<file path="src/rtl/pwm_bank_pkg.sv">
package pwm_bank_pkg;
  // global word offsets
  localparam int OFS_GMODE = 'h00;
  localparam int OFS_START = 'h04;
  localparam int OFS_STOP  = 'h08;
  localparam int OFS_RUN   = 'h0C;
  localparam int OFS_MSET  = 'h10;
  localparam int OFS_MCLR  = 'h14;
  localparam int OFS_MASK  = 'h18;
  localparam int OFS_PEND  = 'h1C;
  // channel windows
  localparam int CH_BASE   = 'h200;
  localparam int CH_STRIDE = 'h20;
  // register index inside a window (address bits [4:2])
  typedef enum logic [2:0] {
    WIN_MODE = 3'd0,
    WIN_DUTY = 3'd1,
    WIN_PRD  = 3'd2,
    WIN_CNT  = 3'd3
  } win_reg_e;
  // tick source codes in mode bits [3:0]
  localparam logic [3:0] SRC_CORE = 4'd0;
  localparam logic [3:0] SRC_EXTA = 4'd11;
  localparam logic [3:0] SRC_EXTB = 4'd12;
  localparam int CENTER_BIT = 8;
endpackage

</file>
<file path="src/rtl/pwm_bank_setclr.sv">
module pwm_bank_setclr #(
  parameter int W = 4
) (
  input  logic         clk,
  input  logic         rst_n,
  input  logic [W-1:0] set_i,
  input  logic [W-1:0] clr_i,
  output logic [W-1:0] q_o
);
  always_ff @(posedge clk) begin
    if (!rst_n) q_o <= '0;
    else        q_o <= (q_o | set_i) & ~clr_i;
  end
endmodule

</file>
<file path="src/rtl/pwm_bank_pend.sv">
module pwm_bank_pend #(
  parameter int W = 4
) (
  input  logic         clk,
  input  logic         rst_n,
  input  logic [W-1:0] evt_i,
  input  logic         ack_i,
  input  logic [W-1:0] mask_i,
  output logic [W-1:0] pend_o,
  output logic         irq_o
);
  // a read clears old flags; same-cycle events survive the clear
  always_ff @(posedge clk) begin
    if (!rst_n) pend_o <= '0;
    else        pend_o <= (ack_i ? '0 : pend_o) | evt_i;
  end
  assign irq_o = |(pend_o & mask_i);
endmodule

</file>
<file path="src/rtl/pwm_bank_chan.sv">
module pwm_bank_chan
  import pwm_bank_pkg::*;
#(
  parameter int CNT_W = 20
) (
  input  logic             clk,
  input  logic             rst_n,
  input  logic             en_i,
  input  logic             tick_a,
  input  logic             tick_b,
  input  logic             cfg_we,
  input  logic [1:0]       cfg_sel,
  input  logic [CNT_W-1:0] cfg_data,
  output logic [3:0]       src_o,
  output logic             center_o,
  output logic [CNT_W-1:0] duty_o,
  output logic [CNT_W-1:0] prd_o,
  output logic [CNT_W-1:0] cnt_o,
  output logic             pwm_o,
  output logic             evt_o
);
  logic             tick, adv, up_q, at_top, at_bot;
  logic [CNT_W:0]   cnt_inc;

  always_ff @(posedge clk) begin
    if (!rst_n) begin
      src_o    <= '0;
      center_o <= 1'b0;
      duty_o   <= '0;
      prd_o    <= '0;
    end else if (cfg_we) begin
      unique case (cfg_sel)
        2'd0: begin
          src_o    <= cfg_data[3:0];
          center_o <= cfg_data[CENTER_BIT];
        end
        2'd1:    duty_o <= cfg_data;
        2'd2:    prd_o  <= cfg_data;
        default: ;
      endcase
    end
  end

  always_comb begin
    unique case (src_o)
      SRC_CORE: tick = 1'b1;
      SRC_EXTA: tick = tick_a;
      SRC_EXTB: tick = tick_b;
      default:  tick = 1'b0;
    endcase
  end

  assign adv     = en_i & tick;
  assign cnt_inc = {1'b0, cnt_o} + 1'b1;
  assign at_top  = cnt_inc >= {1'b0, prd_o};
  assign at_bot  = cnt_o <= CNT_W'(1);
  assign evt_o   = adv & (center_o ? (!up_q & at_bot) : at_top);

  always_ff @(posedge clk) begin
    if (!rst_n || !en_i) begin
      cnt_o <= '0;
      up_q  <= 1'b1;
    end else if (adv) begin
      if (!center_o) begin
        cnt_o <= at_top ? '0 : cnt_inc[CNT_W-1:0];
        up_q  <= 1'b1;
      end else if (up_q) begin
        if (at_top) begin
          cnt_o <= prd_o;
          up_q  <= 1'b0;
        end else begin
          cnt_o <= cnt_inc[CNT_W-1:0];
        end
      end else if (at_bot) begin
        cnt_o <= '0;
        up_q  <= 1'b1;
      end else begin
        cnt_o <= cnt_o - 1'b1;
      end
    end
  end

  assign pwm_o = en_i & (cnt_o < duty_o);
endmodule

</file>
<file path="src/rtl/pwm_bank.sv">
module pwm_bank
  import pwm_bank_pkg::*;
#(
  parameter int N_CH   = 4,
  parameter int CNT_W  = 20,
  parameter int ADDR_W = 12
) (
  input  logic              clk,
  input  logic              rst_n,
  input  logic              bus_wr,
  input  logic              bus_rd,
  input  logic [ADDR_W-1:0] bus_addr,
  input  logic [31:0]       bus_wdata,
  output logic [31:0]       bus_rdata,
  input  logic              tick_a,
  input  logic              tick_b,
  output logic [N_CH-1:0]   pwm_out,
  output logic              irq
);
  localparam int IDX_W = ADDR_W - 5;

  logic [ADDR_W-1:0] win_off;
  logic [IDX_W-1:0]  ch_idx;
  logic              glob_hit, ch_hit;
  logic [2:0]        rsel;
  logic [N_CH-1:0]   en_set, en_clr, m_set, m_clr;
  logic [N_CH-1:0]   en_q, mask_q, pend_q, evt;
  logic              ack;
  logic [31:0]       rd_val;

  logic [N_CH-1:0][3:0]       src_a;
  logic [N_CH-1:0]            center_a;
  logic [N_CH-1:0][CNT_W-1:0] duty_a, prd_a, cnt_a;

  // address decode
  assign win_off  = bus_addr - ADDR_W'(CH_BASE);
  assign ch_idx   = win_off[ADDR_W-1:5];
  assign glob_hit = (bus_addr[ADDR_W-1:5] == '0);
  assign ch_hit   = (bus_addr >= ADDR_W'(CH_BASE)) && (ch_idx < IDX_W'(N_CH));
  assign rsel     = bus_addr[4:2];

  always_comb begin
    en_set = '0;
    en_clr = '0;
    m_set  = '0;
    m_clr  = '0;
    if (bus_wr && glob_hit) begin
      unique case (rsel)
        3'(OFS_START >> 2): en_set = bus_wdata[N_CH-1:0];
        3'(OFS_STOP  >> 2): en_clr = bus_wdata[N_CH-1:0];
        3'(OFS_MSET  >> 2): m_set  = bus_wdata[N_CH-1:0];
        3'(OFS_MCLR  >> 2): m_clr  = bus_wdata[N_CH-1:0];
        default: ;
      endcase
    end
  end
  assign ack = bus_rd && glob_hit && (rsel == 3'(OFS_PEND >> 2));

  pwm_bank_setclr #(.W(N_CH)) u_run (
    .clk(clk), .rst_n(rst_n), .set_i(en_set), .clr_i(en_clr), .q_o(en_q)
  );
  pwm_bank_setclr #(.W(N_CH)) u_mask (
    .clk(clk), .rst_n(rst_n), .set_i(m_set), .clr_i(m_clr), .q_o(mask_q)
  );
  pwm_bank_pend #(.W(N_CH)) u_pend (
    .clk(clk), .rst_n(rst_n), .evt_i(evt), .ack_i(ack),
    .mask_i(mask_q), .pend_o(pend_q), .irq_o(irq)
  );

  for (genvar i = 0; i < N_CH; i++) begin : g_ch
    logic cfg_we;
    assign cfg_we = bus_wr && ch_hit && (ch_idx == IDX_W'(i)) &&
                    (rsel < 3'(WIN_CNT));
    pwm_bank_chan #(.CNT_W(CNT_W)) u_chan (
      .clk(clk), .rst_n(rst_n), .en_i(en_q[i]),
      .tick_a(tick_a), .tick_b(tick_b),
      .cfg_we(cfg_we), .cfg_sel(rsel[1:0]), .cfg_data(bus_wdata[CNT_W-1:0]),
      .src_o(src_a[i]), .center_o(center_a[i]), .duty_o(duty_a[i]),
      .prd_o(prd_a[i]), .cnt_o(cnt_a[i]), .pwm_o(pwm_out[i]), .evt_o(evt[i])
    );
  end

  // read mux
  always_comb begin
    rd_val = '0;
    if (glob_hit) begin
      unique case (rsel)
        3'(OFS_RUN  >> 2): rd_val = 32'(en_q);
        3'(OFS_MASK >> 2): rd_val = 32'(mask_q);
        3'(OFS_PEND >> 2): rd_val = 32'(pend_q);
        default: ;
      endcase
    end
    for (int i = 0; i < N_CH; i++) begin
      if (ch_hit && ch_idx == IDX_W'(i)) begin
        unique case (rsel)
          3'(WIN_MODE): rd_val = 32'({center_a[i], 4'b0000, src_a[i]});
          3'(WIN_DUTY): rd_val = 32'(duty_a[i]);
          3'(WIN_PRD):  rd_val = 32'(prd_a[i]);
          3'(WIN_CNT):  rd_val = 32'(cnt_a[i]);
          default: ;
        endcase
      end
    end
  end

  always_ff @(posedge clk) begin
    if (!rst_n)      bus_rdata <= '0;
    else if (bus_rd) bus_rdata <= rd_val;
  end
endmodule

</file>
<file path="config.mk">
export PLATFORM = sky130hd
export DESIGN_NAME = pwm_bank
export DESIGN_NICKNAME = d
export VERILOG_FILES = /design/src/rtl/pwm_bank_pkg.sv /design/src/rtl/pwm_bank_setclr.sv /design/src/rtl/pwm_bank_pend.sv /design/src/rtl/pwm_bank_chan.sv /design/src/rtl/pwm_bank.sv
export SDC_FILE = /design/constraint.sdc
export NUM_CORES = 1
export LEC_CHECK = 0
export ABC_AREA = 1
export BUFFER_PORTS_ARGS = -buffer_cell sky130_fd_sc_hd__buf_4
export CAP_MARGIN = 25
export CORE_MARGIN = 8
export CORE_UTILIZATION = 65
export CTS_CLUSTER_SIZE = 8
export DETAILED_ROUTE_END_ITERATION = 8
export HOLD_SLACK_MARGIN = 0.1
export PLACE_DENSITY = 0.83
export SLEW_MARGIN = 10
export SYNTH_ARGS = -nofsm -noshare
export SYNTH_HDL_FRONTEND = slang
export SYNTH_SLANG_ARGS = --single-unit
</file>
<file path="constraint.sdc">
create_clock -name clk -period 5.3 [get_ports clk]
set_input_delay 0.265 -clock clk [delete_from_list [all_inputs] [get_ports clk]]
set_output_delay 0.265 -clock clk [all_outputs]
set_load 0.01 [all_outputs]
</file>
# Word-level counts from Yosys, hierarchy flattened
# Cells that the tools add are included.
# word_totals
out_inout_bits	37
inputBits	50
register_bits	308
# classes
mux	63
n_reduce_logical	51
n_lt_le_gt_ge	15
n_eq_ne	20
n_bitwise	24
n_addsub	9
# op_table
op	n
$pmux W32 S4	4
$mux W20	20
$mux W32	4
$add A20 B1 Y21 const B	4
$ge A21 B20 Y1	4
$le A20 B1 Y1 const B	4
$lt A20 B20 Y1	4
$sub A20 B1 Y20 const B	4
$mux W4	10
$eq A4 B4 Y1 const B	8
$reduce_and A2 Y1	12
$mux W1	20
$logic_and A1 B1 Y1	17
$and A1 B1 Y1	16
$logic_not A4 Y1	4
$eq A7 B2 Y1 const B	2
$logic_not A7 Y1	2
$and A4 B4 Y4	3
$eq A3 B3 Y1 const B	4
$ge A12 B10 Y1 const B	1
$or A4 B4 Y4	3
$pmux W1 S3	4
$pmux W4 S3	1
$sub A12 B10 Y12 const B	1
other kinds (13)	26

# Depth between registers and ports, before layout
# logic_depth
depth_word	11
depth_mapped	25
mapped_depth_nobuf	24

# Modules after synthesis
# A second synthesis with hierarchy kept.
# unflattened
cells_unflattened	4027
area_unflattened_um2	24437.2
# by_module_without_submodules
mod	area_each_um2	cells_per_inst	n_inst	seq_area_each_um2
pwm_bank_chan (g_ch[0].u_chan ...)	5144.9	821	3	1321.3
pwm_bank_chan (g_ch[3].u_chan)	5143.7	808	1	1321.3
pwm_bank	3407.0	689	1	400.4
pwm_bank_setclr	140.1	20	2	80.1
pwm_bank_pend	171.4	27	1	80.1

# Worst setup path after synthesis
# OpenSTA, ideal clock, no wires.
# synth_path
path_kind	reg2reg
startpoint	register g_ch[0].u_chan.cnt_o[0]
endpoint	register g_ch[0].u_chan.cnt_o[18]
n_path_buf	1
arrival_time_ps	2826
required_ps	5178
path_slack_ps	2352
synth_period_minus_slack_ps	2948
path_stages_with_launch	20
path_cell_list	dfxtp_1 > ha_1 > nand2_1 > nor2_4 > nand2_2 > nor2_4 > nand2_1 > xor2_1 > inv_1 > ha_1 > nand3_1 > nor3_1 > nand3b_1 > a21oi_1 > nor2_4 > nand2_4 > nor2_8 > buf_6 > a21oi_1 > a21oi_2
# synth_via
elab_chain_len	5
# synth_lines
item	line_no	source
start: declaration	pwm_bank_chan.sv:18	output logic [CNT_W-1:0] cnt_o,
start signal: assignment	pwm_bank_chan.sv:65	cnt_o <= at_top ? '0 : cnt_inc[CNT_W-1:0];
start signal: assignment	pwm_bank_chan.sv:69	cnt_o <= prd_o;
start signal: assignment	pwm_bank_chan.sv:72	cnt_o <= cnt_inc[CNT_W-1:0];
$add A20 B1 Y21	pwm_bank_chan.sv:54	assign cnt_inc = {1'b0, cnt_o} + 1'b1;
$ge A21 B20 Y1	pwm_bank_chan.sv:55	assign at_top = cnt_inc >= {1'b0, prd_o};
$mux W20	pwm_bank_chan.sv:68	if (at_top) begin
$mux W20	pwm_bank_chan.sv:67	end else if (up_q) begin
$mux W20 *	pwm_bank_chan.sv:64	if (!center_o) begin
# Mark *: on every way between the ends. The rest lies on a longest branch, timed or not.
# A chain may end at the register's enable or synchronous reset.

# Final worst setup path
# layout_path
startpoint	register g_ch[0].u_chan.cnt_o[0]
endpoint	register g_ch[0].u_chan.cnt_o[14]
# Same word-level chain as after synthesis.

==> impl_metrics.ini <==
[run_status]
status = complete, no violations

[placed_design]
io_buffer_count = 60
hpwl_um = 60240
gp_congestion = 1.095

[global_route]
antenna_found_initial = 3
overflow = 0
use_met1_pct = 49.64
grt_max_degree = 77
grt_pass1_wl_um = 133100
track_usage_pct = 40.06
grt-busiest-layer = met2
grtUsageMet3_pct = 10.82
grt_pass1_vias = 24030
grt_util_met2_pct = 60.64

[critical_path]
crit_path_max_incr_delay_ns = 0.60
worstPathArrival_ns = 4.85
path_cells = ha_1, nand2_1, nor2_4, nand2_2, nor2_1, nand2_1, xor2_1, inv_1, ha_1, a21oi_1, o21a_1, a21oi_1, nor2_4, nand2_4, nor2_8, a21oi_1, a21oi_2
cp-start-kind = flop
critPathKind = reg2reg
required_ns = 5.81
crit_path_end_kind = flop
cpMostUsedCell = a21oi_1
path_max_fanout = 24
slowest_stage = dfxtp_1

[synthesis]
synthDistinctLibCells = 60
ys.flop_type = dfxtp_1
synthSimpleGateAreaFrac_pct = 27.05
ys_seq_area_share_pct = 25.52
synth.ff_latch_count = 296
synthMuxAreaShare_pct = 0
synth_top_family_by_area = simple AND/OR/NAND/NOR gates
synth-compound-area-share_pct = 22.03
syn_inst = 3598
synth_edf_count = 0
syn_avg_cell_area_sq_um = 6.454
netlist_area_sq_um = 23220
synth_xor_area_share_pct = 3.357
yosysWarnings = 0
synthArstFlopShare_pct = 0
synthAdderAreaFrac_pct = 9.214

[route]
final_antenna_net_count = 0
vias = 25530
first_iter_violations = 3162
routed_wl_um = 86570
wl_per_cell_um = 21.60
vias_per_cell = 6.369
first_pass_iters = 8
drc = 0

[timing]
clock_skew_ns = 0.01936
fin_crit_ns = 4.341
slew_viol_final = 0
finalSetupTns_ns = 0
finalSetupViolCount = 0
fmax_mhz = 230.4
hold_viol_final = 0
fin_crit_sh_pct = 81.90
whs_ns = 0.1143
tightest_slew_ns = 1.012
grt_setup_unrepaired = false
relSlewSlack_pct = 32.46

[finish]
areaGrowthSynthToFinish_pct = 6.881
final_nets = 3761
drive_gt1_share_pct = 7.024
layout_common_cells = nand2_1, inv_1, nor2_1
final_common_cell = nand2_1

[die]
coreArea_sq_um = 35400
die_h_um = 205.0
ios = 87
die_w_um = 205.0
dieArea_sq_um = 42030
num_rows = 69
start_util_pct = 65.60

[flow_run]
drv_cap = 0

[cts]
cts_tree = yes
postCtsSetupBuffers = 0
clkLatencyLatePin_ns = 0.59
numCtsBuffers = 43
cts_root_buf = clkbuf_16
clkTransAtPathRegs_ns = 0.05
cts_max_level = 2
cts_sinks = 296
clockBufferDepth = 3

[power]
cellLeakagePower_nw = 11.17
power_density_nw_per_um2 = 203.5
peakVddDrop_uv = 277.4

[worst_hold_path]
hold_class = in2reg
-- cell usage after synthesis (4+ instances only) --
library cell / number / area share [%]
nand2_1: 663 / 11
inv_1: 487 / 7.9
nor2_1: 315 / 5.1
a21oi_1: 313 / 6.7
o21ai_0: 309 / 6.7
dfxtp_1: 296 / 26
nand3_1: 247 / 5.3
ha_1: 171 / 9.2
clkbuf_1: 122 / 2.0
o22ai_1: 98 / 2.6
xor2_1: 87 / 3.3
a211oi_1: 79 / 2.6
nand4_1: 64 / 1.7
buf_2: 55 / 1.2
nor3_1: 50 / 1.1
a21oi_2: 30 / 1.1
buf_4: 23 / 0.74
nand3_2: 21 / 0.91
o221ai_1: 14 / 0.53
inv_2: 12 / 0.19
buf_6: 9 / 0.44
nor2_2: 9 / 0.24
o211ai_1: 9 / 0.29
nand2_2: 8 / 0.22
nor2_4: 8 / 0.39
o31ai_1: 8 / 0.26
a31oi_1: 7 / 0.19
o21ai_1: 7 / 0.15
buf_1: 6 / 0.097
nor3_2: 6 / 0.26
clkbuf_2: 5 / 0.11
nor4_1: 5 / 0.13
a21o_1: 4 / 0.13
a311oi_1: 4 / 0.15
nand2_4: 4 / 0.19
nor3b_1: 4 / 0.13
o21a_1: 4 / 0.13
-- sequential cells by signal, summed over array words and instances, names as in the netlist --
signal and count:
u_run.q_o 4, g_ch.u_chan.up_q 4, g_ch.u_chan.src_o 16, g_ch.u_chan.duty_o 80
u_mask.q_o 4, g_ch.u_chan.prd_o 80, u_pend.pend_o 4, g_ch.u_chan.cnt_o 80
g_ch.u_chan.center_o 4, bus_rdata 20
-- layer usage --
metal  vias to the layer above  routed length, um
li1                      11840                  -
met1                     11640              32560
met2                      1642              37040
met3                       399              10980
met4                         6               5952
met5                         -                 43
-- kinds of logic (layout without fill, tap and decap cells) --
family | count (synthesis) | after routing
and+or+nand+nor | 1420 | 1420
AOI/OAI and AO/OA | 898 | 898
buffers and inverters | 723 | 659
DFF | 296 | 296
adders and majority gates | 171 | 171
xor gates and xnor gates | 89 | 89
other | 1 | 14
-- through the flow --
stage	utilization (%)	std cells	setup WS (ns)	power [mW]	area [sq um]
2_1_floorplan	-	3609	2.353	2.391	23260
3_3_place_gp	66.18	3935	1.183	2.498	23430
3_5_place_dp	66.18	3935	1.171	2.502	23430
4_1_cts	70.00	4003	1.157	5.034	24780
5_1_grt	70.10	4006	0.7409	5.145	24810
6_report	70.11	4008	0.9591	5.051	24820
-- what timing repair did --
| item | CTS | global route |
|---|---|---|
| hold endpoints to repair | 36 | 0 |
| hold buffers | 18 | 0 |
| resized for setup | 0 | 0 |
-- critical path: cells and delay by family (launching register included) --
kind / cells / cell delay (ns)
AO/OA/AOI/OAI: 5 / 0.79
XOR/XNOR: 1 / 0.18
adder cells (fa/ha/maj): 2 / 0.67
buffers and inverters: 1 / 0.08
flip-flops: 1 / 0.60
AND/OR/NAND/NOR: 8 / 1.91
-- cell type report --
type                            instances  area, sq um
Fill cell                            3134        10580
Inverter                              501         1881
Sequential cell                       296         5926
Clock buffer                           49         1141
Timing Repair Buffer                  108        868.3
Tap cell                              461        576.8
Clock inverter                          1        30.03
Multi-Input combinational cell       2590        14390
Antenna cell                            2        5.005
-- final timing paths --
path	start	end	slack, ns	cells after the start
min	bus_wdata[2]	g_ch[0].u_chan.prd_o[2]$_SDFFE_PN0P_	0.11	3
min reg2reg	g_ch[1].u_chan.duty_o[13]$_SDFFE_PN0P_	g_ch[1].u_chan.duty_o[13]$_SDFFE_PN0P_	0.47	2
max	g_ch[0].u_chan.cnt_o[0]$_SDFFE_PP0P_	g_ch[0].u_chan.cnt_o[14]$_SDFFE_PP0P_	0.96	17
max reg2reg	g_ch[0].u_chan.cnt_o[0]$_SDFFE_PP0P_	g_ch[0].u_chan.cnt_o[14]$_SDFFE_PP0P_	0.96	17
-- power by group --
| group | leakage (nW) | switching [mW] | internal (mW) |
|---|---|---|---|
| clock network | 0.573 | 1.03 | 1.53 |
| registers | 2.39 | 0.00530 | 2.24 |
| logic | 8.21 | 0.181 | 0.0596 |
| total | 11.2 | 1.22 | 3.83 |
Note: power is estimated with default switching activity, not from simulation.
